**src/rtl/ctl_pkg.sv**
```systemverilog
package ctl_pkg;

    localparam int OP_W     = 6;
    localparam int ALUFN_W  = 6;
    localparam int PCSEL_W  = 3;
    localparam int WDSEL_W  = 2;

    localparam logic [ALUFN_W-1:0] ALUFN_ADD   = 6'b000000;
    localparam logic [ALUFN_W-1:0] ALUFN_PASSA = 6'b011010;

    typedef enum logic [3:0] {
        CLS_ALU_REG,
        CLS_ALU_CONST,
        CLS_LOAD,
        CLS_STORE,
        CLS_JUMP,
        CLS_BR_ZERO,
        CLS_BR_NONZERO,
        CLS_LOAD_REL,
        CLS_ILLEGAL
    } instr_class_e;

    typedef enum logic [PCSEL_W-1:0] {
        PC_NEXT   = 3'd0,
        PC_BRANCH = 3'd1,
        PC_JUMP   = 3'd2,
        PC_ILLOP  = 3'd3,
        PC_IRQ    = 3'd4
    } pc_src_e;

    typedef enum logic [WDSEL_W-1:0] {
        WD_RET = 2'd0,
        WD_ALU = 2'd1,
        WD_MEM = 2'd2
    } wd_src_e;

    typedef struct packed {
        logic [ALUFN_W-1:0] alufn;
        logic               werf;
        logic               bsel;
        wd_src_e            wdsel;
        logic               mem_wr;
        logic               ra2sel;
        pc_src_e            pcsel;
        logic               asel;
        logic               wasel;
    } ctl_word_t;

    localparam ctl_word_t CTL_IDLE = '{
        alufn:  ALUFN_ADD,
        werf:   1'b0,
        bsel:   1'b0,
        wdsel:  WD_RET,
        mem_wr: 1'b0,
        ra2sel: 1'b0,
        pcsel:  PC_NEXT,
        asel:   1'b0,
        wasel:  1'b0
    };

endpackage

```
**src/rtl/ctl_classify.sv**
```systemverilog
module ctl_classify
    import ctl_pkg::*;
(
    input  logic [OP_W-1:0] op_i,
    output instr_class_e    cls_o
);

    always_comb begin
        unique casez (op_i)
            6'b10????: cls_o = CLS_ALU_REG;
            6'b11????: cls_o = CLS_ALU_CONST;
            6'b011000: cls_o = CLS_LOAD;
            6'b011001: cls_o = CLS_STORE;
            6'b011011: cls_o = CLS_JUMP;
            6'b011100: cls_o = CLS_BR_ZERO;
            6'b011101: cls_o = CLS_BR_NONZERO;
            6'b011111: cls_o = CLS_LOAD_REL;
            default:   cls_o = CLS_ILLEGAL;
        endcase
    end


    always_comb begin
        if (op_i[5:4] == 2'b00) begin
            low_range_illegal_chk: assert (cls_o == CLS_ILLEGAL);
        end
    end

endmodule

```
**src/rtl/ctl_table.sv**
```systemverilog
module ctl_table
    import ctl_pkg::*;
(
    input  instr_class_e  cls_i,
    input  logic [3:0]    fn_i,
    input  logic          zero_i,
    output ctl_word_t     ctl_o
);

    localparam int FN_PAD = ALUFN_W - 4;

    always_comb begin
        ctl_o = CTL_IDLE;
        unique case (cls_i)
            CLS_ALU_REG, CLS_ALU_CONST: begin
                ctl_o.alufn = {{FN_PAD{1'b0}}, fn_i};
                ctl_o.werf  = 1'b1;
                ctl_o.wdsel = WD_ALU;
                ctl_o.bsel  = (cls_i == CLS_ALU_CONST);
            end
            CLS_LOAD: begin
                ctl_o.alufn = ALUFN_ADD;
                ctl_o.bsel  = 1'b1;
                ctl_o.werf  = 1'b1;
                ctl_o.wdsel = WD_MEM;
            end
            CLS_STORE: begin
                ctl_o.alufn  = ALUFN_ADD;
                ctl_o.bsel   = 1'b1;
                ctl_o.ra2sel = 1'b1;
                ctl_o.mem_wr = 1'b1;
            end
            CLS_JUMP: begin
                ctl_o.werf  = 1'b1;
                ctl_o.pcsel = PC_JUMP;
            end
            CLS_BR_ZERO: begin
                ctl_o.werf  = 1'b1;
                ctl_o.pcsel = zero_i ? PC_BRANCH : PC_NEXT;
            end
            CLS_BR_NONZERO: begin
                ctl_o.werf  = 1'b1;
                ctl_o.pcsel = zero_i ? PC_NEXT : PC_BRANCH;
            end
            CLS_LOAD_REL: begin
                ctl_o.alufn = ALUFN_PASSA;
                ctl_o.asel  = 1'b1;
                ctl_o.werf  = 1'b1;
                ctl_o.wdsel = WD_MEM;
            end
            CLS_ILLEGAL: begin
                ctl_o.werf  = 1'b1;
                ctl_o.wasel = 1'b1;
                ctl_o.pcsel = PC_ILLOP;
            end
            default: ctl_o = CTL_IDLE;
        endcase
    end


    always_comb begin
        if (ctl_o.mem_wr) begin
            store_no_regwrite_chk: assert (!ctl_o.werf && cls_i == CLS_STORE);
        end
    end


    always_comb begin
        if (ctl_o.pcsel == PC_BRANCH) begin
            branch_class_only_chk: assert (cls_i == CLS_BR_ZERO || cls_i == CLS_BR_NONZERO);
        end
    end

endmodule

```
**src/rtl/ctl_override.sv**
```systemverilog
module ctl_override
    import ctl_pkg::*;
(
    input  logic      irq_i,
    input  ctl_word_t ctl_i,
    output ctl_word_t ctl_o
);

    always_comb begin
        if (irq_i) begin
            ctl_o       = CTL_IDLE;
            ctl_o.werf  = 1'b1;
            ctl_o.wasel = 1'b1;
            ctl_o.pcsel = PC_IRQ;
        end else begin
            ctl_o = ctl_i;
        end
    end


    always_comb begin
        if (irq_i) begin
            irq_no_store_chk: assert (!ctl_o.mem_wr && ctl_o.pcsel == PC_IRQ);
        end
    end

endmodule

```
**src/rtl/ctl_decode.sv**
```systemverilog
module ctl_decode
    import ctl_pkg::*;
(
    input  logic [5:0] opcode,
    input  logic       alu_zero,
    input  logic       irq_pending,
    output logic [5:0] alufn,
    output logic       werf,
    output logic       bsel,
    output logic [1:0] wdsel,
    output logic       mem_wr,
    output logic       ra2sel,
    output logic [2:0] pcsel,
    output logic       asel,
    output logic       wasel
);

    instr_class_e cls;
    ctl_word_t    base_ctl;
    ctl_word_t    final_ctl;

    ctl_classify u_classify (
        .op_i  (opcode),
        .cls_o (cls)
    );

    ctl_table u_table (
        .cls_i  (cls),
        .fn_i   (opcode[3:0]),
        .zero_i (alu_zero),
        .ctl_o  (base_ctl)
    );

    ctl_override u_override (
        .irq_i (irq_pending),
        .ctl_i (base_ctl),
        .ctl_o (final_ctl)
    );

    assign alufn  = final_ctl.alufn;
    assign werf   = final_ctl.werf;
    assign bsel   = final_ctl.bsel;
    assign wdsel  = final_ctl.wdsel;
    assign mem_wr = final_ctl.mem_wr;
    assign ra2sel = final_ctl.ra2sel;
    assign pcsel  = final_ctl.pcsel;
    assign asel   = final_ctl.asel;
    assign wasel  = final_ctl.wasel;


    always_comb begin
        if (wasel) begin
            xp_write_returns_pc_chk: assert (werf && wdsel == 2'd0 && !mem_wr);
        end
    end


    always_comb begin
        if (!irq_pending && cls == CLS_ILLEGAL) begin
            illop_vector_chk: assert (pcsel == 3'd3);
        end
    end

endmodule

```
**config.mk**
```make
export PLATFORM = sky130hd
export DESIGN_NAME = ctl_decode
export DESIGN_NICKNAME = d
export VERILOG_FILES = /design/src/rtl/ctl_pkg.sv /design/src/rtl/ctl_classify.sv /design/src/rtl/ctl_table.sv /design/src/rtl/ctl_override.sv /design/src/rtl/ctl_decode.sv
export SDC_FILE = /design/constraint.sdc
export NUM_CORES = 1
export LEC_CHECK = 0
export BUFFER_PORTS_ARGS = -buffer_cell sky130_fd_sc_hd__buf_2
export CAP_MARGIN = 30
export CORE_AREA = 2 2 39 41
export DETAILED_ROUTE_END_ITERATION = 12
export DIE_AREA = 0 0 41 43
export GPL_TIMING_DRIVEN = 0
export PLACE_DENSITY = 0.48
export SYNTH_ARGS = -nofsm -noshare
export SYNTH_HDL_FRONTEND = slang
export SYNTH_SLANG_ARGS = --single-unit
```
**constraint.sdc**
```tcl
create_clock -name vclk -period 1.32
set_input_delay 0.066 -clock vclk [all_inputs]
set_output_delay 0.066 -clock vclk [all_outputs]
set_load 0.01 [all_outputs]
```
==> flow_summary.json, run 1 <==
{
  "pre_cts_ws_ns": -0.3108,
  "outcome": "complete, but fails checks",
  "ir_drop_mv": 0.1420,
  "arrival_ns": 1.46,
  "yosysSeqAreaShare": 0,
  "drc": 0,
  "hold_path_depth": 3,
  "rsz0062_at_grt": "yes",
  "finalCriticalPeriod_ns": 1.530,
  "timing.fmax_mhz": 653.5,
  "final_cell_mix": "19 x buf_2, 9 x buf_4, 5 x nor2_1, 4 x nor3_1",
  "hold_end": "bsel",
  "grt_max_degree": 8,
  "final_common_cell": "buf_2",
  "ant_nets": 0,
  "drtPass1Iterations": 2,
  "vias": 385,
  "nets": 81,
  "cp_common_cell": "and3b_1",
  "stdcell_count": 87,
  "avgRoutedWirePerCell_um": 10.06,
  "p_per_area_nw_per_um2": 263.5,
  "viasPerCell": 4.425,
  "synthCells": 43,
  "finalCritPeriodShare": 1.159,
  "pin_count": 25,
  "seqCellArea_um2": 0,
  "fp.coreArea_um2": 1384,
  "hp-start": "irq_pending",
  "start_kind": "primary input",
  "drtIter0Drc": 1,
  "power_frac_seq": 0,
  "critical_path_peak_fanout": 5,
  "multiInputGateArea_um2": 272.8,
  "worst_slack_ns": -0.2102,
  "placed_cells": 83,
  "p_clk_frac": 0,
  "final_max_slew_viol_count": 0,
  "p_int_mw": 0.07599,
  "routed_wirelength_um": 875,
  "rows": 14,
  "maxCapViolCount": 0,
  "hold_viol": 0,
  "seq_cell_count": 0,
  "syn-num-nets": 51,
  "antenna_found_initial": 0,
  "die_x_um": 41,
  "die-area_um2": 1763,
  "endpoint_kind": "output pin",
  "required_ns": 1.25,
  "worstSetupPathType": "in -> out",
  "setup_viol": 1,
  "slowest_delay_ns": 0.45,
  "initial_core_util": 0.1917,
  "place_congestion": 0.6995,
  "grt_overflow": 0,
  "die_height_um": 43,
  "comb_power_share": 1.000,
  "critPathSlowestCell": "or4_1",
  "hold_class": "in -> out",
  "swShare": 0.4434,
  "clock_buffers": 0,
  "antenna_cells": 0,
  "area_growth_pct": 95.28,
  "layout-drive-gt1-share": 0.5211,
  "grt_pass1_vias": 302,
  "syn_area_per_cell_um2": 6.169,
  "crit_chain": "buf_4 -> and3b_1 -> and3_4 -> and3b_1 -> or4_1 -> and3b_1 -> buf_2",
  "synth.distinct_cells": 22,
  "yosysWarnings": 0,
  "synth_area_um2": 265.3,
  "p_sw_mw": 0.06053,
  "fill_cells": 153,
  "dp_hpwl_um": 641.8,
  "grt_pass1_wl_mm": 1.255,
  "port_buffers": 24,
  "p_leak_nw": 0.3017,
  "violations": "negative setup slack",
  "track_usage": 0.09491,
  "final_util": 0.3743
}
==> worst max-delay path: cells and delay by family <==
kind          cells  cell delay, ns
simple gates      5            1.14
buf+inv           2            0.26
==> area by class of cell <==
type	count	area share
inverters	2	0.01449
repair buffers	28	0.3768
well taps	16	0.03865
plain buffers	3	0.04348
multi-input cells	38	0.5266
==> Yosys cell counts <==
cell      n  area, µm²
a21o_1    2      15.01
a21oi_1   1      5.000
a311oi_2  1      15.01
and2_1    3      18.77
and3_1    1      6.260
and3b_1   3      26.28
buf_4     3      22.52
conb_1    1      3.750
inv_1     2      7.510
nand2_1   3      11.26
nand2b_1  3      18.77
nand3_1   2      10.01
nand4b_1  1      8.760
nor2_1    5      18.77
nor2b_1   2      12.51
nor3_1    4      20.02
nor4bb_1  1      10.01
o21bai_1  1      7.510
o22ai_1   1      6.260
or2_1     1      6.260
or2b_1    1      7.510
or4_1     1      7.510
==> power groups by stage <==
stage | logic [mW] | clock network [mW] | registers, mW
detailed placement | 0.0994 | 0 | 0
floorplan | 0.0551 | 0 | 0
finish | 0.137 | 0 | 0
global placement | 0.0988 | 0 | 0
global route | 0.148 | 0 | 0
CTS | 0.133 | 0 | 0
==> kinds of logic (layout without fill, tap and decap cells) <==
family | Yosys count | in the layout | synth area share
compound gates | 6 | 6 | 0.1839
buf+inv | 5 | 33 | 0.1132
other cells | 1 | 1 | 0.01414
simple gates | 31 | 31 | 0.6888
==> worst max-delay path by stage <==
stage          endpoint  depth (start not counted)  startpoint
3_5_place_dp   pcsel[0]                          7   opcode[1]
5_1_grt        pcsel[0]                          7   opcode[0]
2_1_floorplan  pcsel[0]                          5   opcode[3]
6_report       pcsel[0]                          7   opcode[3]
4_1_cts        pcsel[0]                          7   opcode[1]
3_3_place_gp   pcsel[0]                          7   opcode[1]
==> metal layers <==
metal	global-route usage	share of wire
met1	0.1424	0.44
met2	0.1563	0.49
met3	0	0.075
met4	0	0
met5	0	0
==> stage by stage <==
| stage | TNS [ns] | instance area, µm² | hold slack (ns) | power (mW) |
|---|---|---|---|---|
| final | -0.2102 | 518.0 | 0.4496 | 0.1365 |
| after global routing | -0.5500 | 518.0 | 0.4706 | 0.1481 |
| after detailed placement | -0.4370 | 405.4 | 0.4509 | 0.09945 |
| after CTS | -0.2256 | 509.2 | 0.4505 | 0.1334 |
| after floorplan | 0 | 265.3 | 0.1864 | 0.05508 |
| after global placement | -0.3925 | 405.4 | 0.4498 | 0.09884 |
==> repair_timing <==
action,4_1_cts,5_1_grt
endpoints found under the setup margin,4,5
hold buffers,0,0
resized for setup,17,2
pin swaps,7,3
gates cloned,0,0
setup buffers,4,0
No activity file was read; power rests on OpenSTA's default activity.
==> run 2: changes to the inputs <==
==> constraint.sdc (replaced) <==
create_clock -name vclk -period 1.32
set_input_delay 0.198 -clock vclk [all_inputs]
set_output_delay 0.198 -clock vclk [all_outputs]
set_load 0.01 [all_outputs]
==> flow_summary.json, run 2 (synthesis results as in run 1) <==
{
  "outcome": "complete, but fails checks",
  "violations": "negative setup slack",
  "hold_class": "in -> out",
  "finalCritPeriodShare": 1.386,
  "antenna_found_initial": 0,
  "maxCapViolCount": 0,
  "timing.fmax_mhz": 546.6,
  "final_max_slew_viol_count": 0,
  "ant_nets": 0,
  "dp_hpwl_um": 662.8,
  "finalCriticalPeriod_ns": 1.830,
  "endpoint_kind": "output pin",
  "cts_hold_buf": 0,
  "hold_viol": 0,
  "hold_path_depth": 3,
  "grt_max_degree": 8,
  "final_cell_mix": "15 x buf_2, 8 x buf_4, 8 x buf_6, 3 x nand2_1, 3 x nor2_1",
  "fp.coreArea_um2": 1384,
  "routed_wirelength_mm": 1.023,
  "p_per_area_nw_per_um2": 262.0,
  "nets": 82,
  "p_leak_nw": 0.3126,
  "antenna_cells": 0,
  "pre_cts_ws_ns": -0.5742,
  "die_x_um": 41,
  "avgRoutedWirePerCell_um": 11.63,
  "track_usage": 0.1109,
  "post_dp_cell_area_um2": 435.4,
  "layout-drive-gt1-share": 0.6389,
  "drtPass1Iterations": 2,
  "required_ns": 1.12,
  "rows": 14,
  "drc": 0,
  "ir_drop_mv": 0.09430,
  "worstSetupPathType": "in -> out",
  "die-area_um2": 1763,
  "die_height_um": 43,
  "critical_path_peak_fanout": 4,
  "start_kind": "primary input",
  "grt_pass1_vias": 352,
  "viasPerCell": 4.636,
  "grt_overflow": 0,
  "fin_area_um2": 589.3,
  "setup_viol": 7,
  "vias": 408,
  "initial_core_util": 0.1917,
  "seqCellArea_um2": 0,
  "grt_pass1_wl_mm": 1.476,
  "hold_end": "alufn[3]",
  "worst_slack_ns": -0.5096,
  "drtIter0Drc": 2,
  "area_growth_pct": 122.2,
  "arrival_ns": 1.63,
  "port_buffers": 24,
  "pin_count": 25,
  "rsz0062_at_grt": "yes",
  "place_congestion": 0.7393,
  "final_common_cell": "buf_2",
  "seq_cell_count": 0,
  "hp-start": "opcode[3]",
  "clock_buffers": 0,
  "fill_cells": 154
}
run 2: cell count changes in the layout (fill, tap and decap cells not counted), moves of 2 or more:
cell / before / now
buf_2: 19 / 15
buf_6: 0 / 8
nor2_1: 5 / 3
nor3_1: 4 / 2
nor3_2: 0 / 2
run 2: area by class of cell:
cell class | instances | area (µm²) | share of cell area
multi-input combinational | 38 | 316.6 | 0.5372
timing repair buffer | 29 | 219.0 | 0.3716
buffer | 3 | 26.28 | 0.04459
tap | 16 | 20.02 | 0.03397
inverter | 2 | 7.507 | 0.01274
run 2: what timing repair did:
item                                    4_1_cts  5_1_grt
endpoints found under the hold margin         0        0
buffers inserted                              4        2
resized for setup                            21        5
endpoints found under the setup margin        7       10
pin swaps                                    11        6
run 2: through the flow:
| step | TNS [ns] | power, mW | utilization | hold WS, ns | cells |
|---|---|---|---|---|---|
| final | -1.805 | 0.1544 | 0.4259 | 0.6915 | 88 |
| after CTS | -1.468 | 0.1413 | 0.3987 | 0.6958 | 87 |
| after global routing | -2.506 | 0.1673 | 0.4259 | 0.7102 | 88 |
| after floorplan | -0.2960 | 0.06127 | - | 0.4292 | 43 |
| after detailed placement | -2.075 | 0.1077 | 0.3146 | 0.7107 | 83 |
| after global placement | -2.257 | 0.1077 | 0.3146 | 0.7126 | 83 |
run 2: critical path: stages:
cell	delay (ns)
buf_12	0.08
buf_4	0.11
nand2b_4	0.06
a311oi_4	0.33
nor3_2	0.06
or4_1	0.46
and3b_2	0.21
buf_6	0.11
run 2: layer usage:
metal	vias up	track usage	part of all wire
li1	205	-	-
met1	190	0.1709	0.41
met2	13	0.1750	0.53
met3	0	0.005236	0.065
met4	0	0	0
met5	-	0	0
run 2: worst max path at each step:
stage               endpoint  cells after the start  startpoint  slack [ns]
floorplan           pcsel[0]                      5   opcode[2]       -0.23
global placement    pcsel[0]                      7   opcode[1]       -0.56
detailed placement  pcsel[0]                      7   opcode[1]       -0.57
CTS                 pcsel[0]                      7   opcode[1]       -0.54
global route        pcsel[0]                      7   opcode[1]       -0.59
finish              pcsel[0]                      8   opcode[1]       -0.51
run 2: power by group:
part	switching, mW	total (mW)	internal (mW)	leakage (nW)
combinational	0.0715	0.154	0.0829	0.313
sequential	0	0	0	0
clock	0	0	0	0
==> run 3: changes to the inputs <==
--- a/config.mk
+++ b/config.mk
@@ -5,13 +5,16 @@
 export SDC_FILE = /design/constraint.sdc
 export NUM_CORES = 1
 export LEC_CHECK = 0
+export ABC_AREA = 1
 export BUFFER_PORTS_ARGS = -buffer_cell sky130_fd_sc_hd__buf_2
 export CAP_MARGIN = 30
-export CORE_AREA = 2 2 39 41
+export CELL_PAD_IN_SITES_DETAIL_PLACEMENT = 0
+export CELL_PAD_IN_SITES_GLOBAL_PLACEMENT = 1
+export CORE_AREA = 2 2 40 42
 export DETAILED_ROUTE_END_ITERATION = 12
-export DIE_AREA = 0 0 41 43
+export DIE_AREA = 0 0 42 44
 export GPL_TIMING_DRIVEN = 0
-export PLACE_DENSITY = 0.48
+export PLACE_DENSITY = 0.73
 export SYNTH_ARGS = -nofsm -noshare
 export SYNTH_HDL_FRONTEND = slang
 export SYNTH_SLANG_ARGS = --single-unit
==> flow_summary.json, run 3 <==
{
  "post_dp_cell_area_um2": 402.9,
  "timing.fmax_mhz": 802.7,
  "die_x_um": 42,
  "final_max_slew_viol_count": 0,
  "outcome": "completed",
  "endpoint_kind": "output pin",
  "maxCapViolCount": 0,
  "routed_wirelength_um": 743,
  "antenna_cells": 0,
  "grt_pass1_vias": 291,
  "drtPass1Iterations": 3,
  "required_ns": 1.12,
  "drtIter0Drc": 5,
  "finalCriticalPeriod_ns": 1.246,
  "cp_num_cells": 10,
  "ys_top_cells_by_count": "14 x inv_1, 9 x nand2_1, 5 x nor2_1",
  "yosysSeqAreaShare": 0,
  "stdcell_count": 94,
  "ant_nets": 0,
  "finalCritPeriodShare": 0.9438,
  "viasPerCell": 3.989,
  "die_height_um": 44,
  "multiInputGateArea_um2": 190.2,
  "worstPathBufferInverterCount": 4,
  "critPathSlowestCell": "nor2_4",
  "arrival_ns": 1.05,
  "area_growth_pct": 64.49,
  "crit_chain": "buf_8 -> nor2_4 -> nand3_2 -> nand2_1 -> inv_1 -> nand2_2 -> nand3_2 -> nand2_1 -> inv_1 -> buf_2",
  "synthCells": 53,
  "die-area_um2": 1848,
  "synth_top_area_share": 0.1963,
  "placed_cells": 92,
  "fp.coreArea_um2": 1419,
  "rows": 14,
  "critical_path_peak_fanout": 6,
  "nets": 88,
  "clock_buffers": 0,
  "crit_start": "opcode[5]",
  "critPathCapture": "pcsel[0]",
  "grt_max_degree": 9,
  "seqCellArea_um2": 0,
  "fill_cells": 177,
  "grt_pass1_wl_mm": 1.186,
  "ir_drop_mv": 0.06496,
  "drc": 0,
  "final_common_cell": "buf_2",
  "port_buffers": 23,
  "p_per_area_nw_per_um2": 240.6,
  "hold_class": "in -> out",
  "final_cell_mix": "21 x buf_2, 12 x inv_1, 9 x nand2_1, 5 x nor2_1, 5 x buf_4",
  "seq_cell_count": 0,
  "start_kind": "primary input",
  "ys_top_cells_by_area": "inv_1 20%, nand3_2 15%, nand2_1 13%",
  "p_leak_nw": 0.2897,
  "track_usage": 0.07706,
  "synth.distinct_cells": 16,
  "vias": 375,
  "grt_overflow": 0,
  "syn_area_per_cell_um2": 5.052,
  "hold_viol": 0,
  "yosysWarnings": 0,
  "worst_slack_ns": 0.07414,
  "dp_hpwl_um": 657.6,
  "synth_area_um2": 267.8,
  "pin_count": 25,
  "p_total_mw": 0.1060,
  "crit_family": "simple AND/OR/NAND/NOR gates",
  "hp-start": "irq_pending",
  "fin_area_um2": 440.4,
  "pre_cts_ws_ns": -0.003551,
  "layout-drive-gt1-share": 0.5128,
  "rsz0062_at_grt": "no",
  "syn-num-nets": 61,
  "setup_viol": 0,
  "tns_ns": 0,
  "worstSetupPathType": "in -> out",
  "avgRoutedWirePerCell_um": 7.904,
  "synth_top_area_cell": "inv_1",
  "initial_core_util": 0.1887,
  "antenna_found_initial": 0,
  "synth.most_common_cell": "inv_1",
  "slowest_delay_ns": 0.19,
  "place_congestion": 0.7056
}
run 3: through the flow:
step	hold WS [ns]	util
floorplan	0.4860	-
global placement	0.5810	0.2840
detailed placement	0.5803	0.2840
CTS	0.5803	0.2892
global route	0.5863	0.3104
finish	0.5794	0.3104
run 3: layout make-up:
type                            count  share of cell area
Buffer                              4             0.06250
Inverter                           15              0.1278
Multi-Input combinational cell     34              0.4318
Tap cell                           16             0.04545
Timing Repair Buffer               25              0.3324
run 3: power by group:
| group | leakage [nW] | total (mW) | switching [mW] | internal, mW |
|---|---|---|---|---|
| sequential | 0 | 0 | 0 | 0 |
| combinational | 0.290 | 0.106 | 0.0605 | 0.0455 |
| clock | 0 | 0 | 0 | 0 |
run 3: what timing repair did:
action / in CTS / in global routing
pin swaps: 1 / 5
resized for setup: 0 / 9
hold buffers: 0 / 0
setup endpoints to repair: 1 / 6
buffers inserted: 1 / 1
run 3: worst min-delay path by stage:
stage / to / cells past startpoint
2_1_floorplan: alufn[2] / 2
5_1_grt: pcsel[2] / 2
3_3_place_gp: pcsel[2] / 2
4_1_cts: pcsel[2] / 2
3_5_place_dp: pcsel[2] / 2
6_report: pcsel[2] / 2
run 3: cells by family (layout without fill, tap and decap cells):
group,after synthesis,after routing,share of synthesized area
and+or+nand+nor,28,28,0.5841
buffers and inverters,19,44,0.3084
AOI/OAI and AO/OA,5,5,0.09344
other,1,1,0.01401
run 3: metal layers:
layer | vias to the layer above | global-route usage | part of all wire
met1 | 158 | 0.1012 | 0.39
met4 | 0 | 0 | 0
met3 | 0 | 0.008333 | 0.073
met2 | 11 | 0.1438 | 0.53
li1 | 206 | - | -
met5 | - | 0 | 0
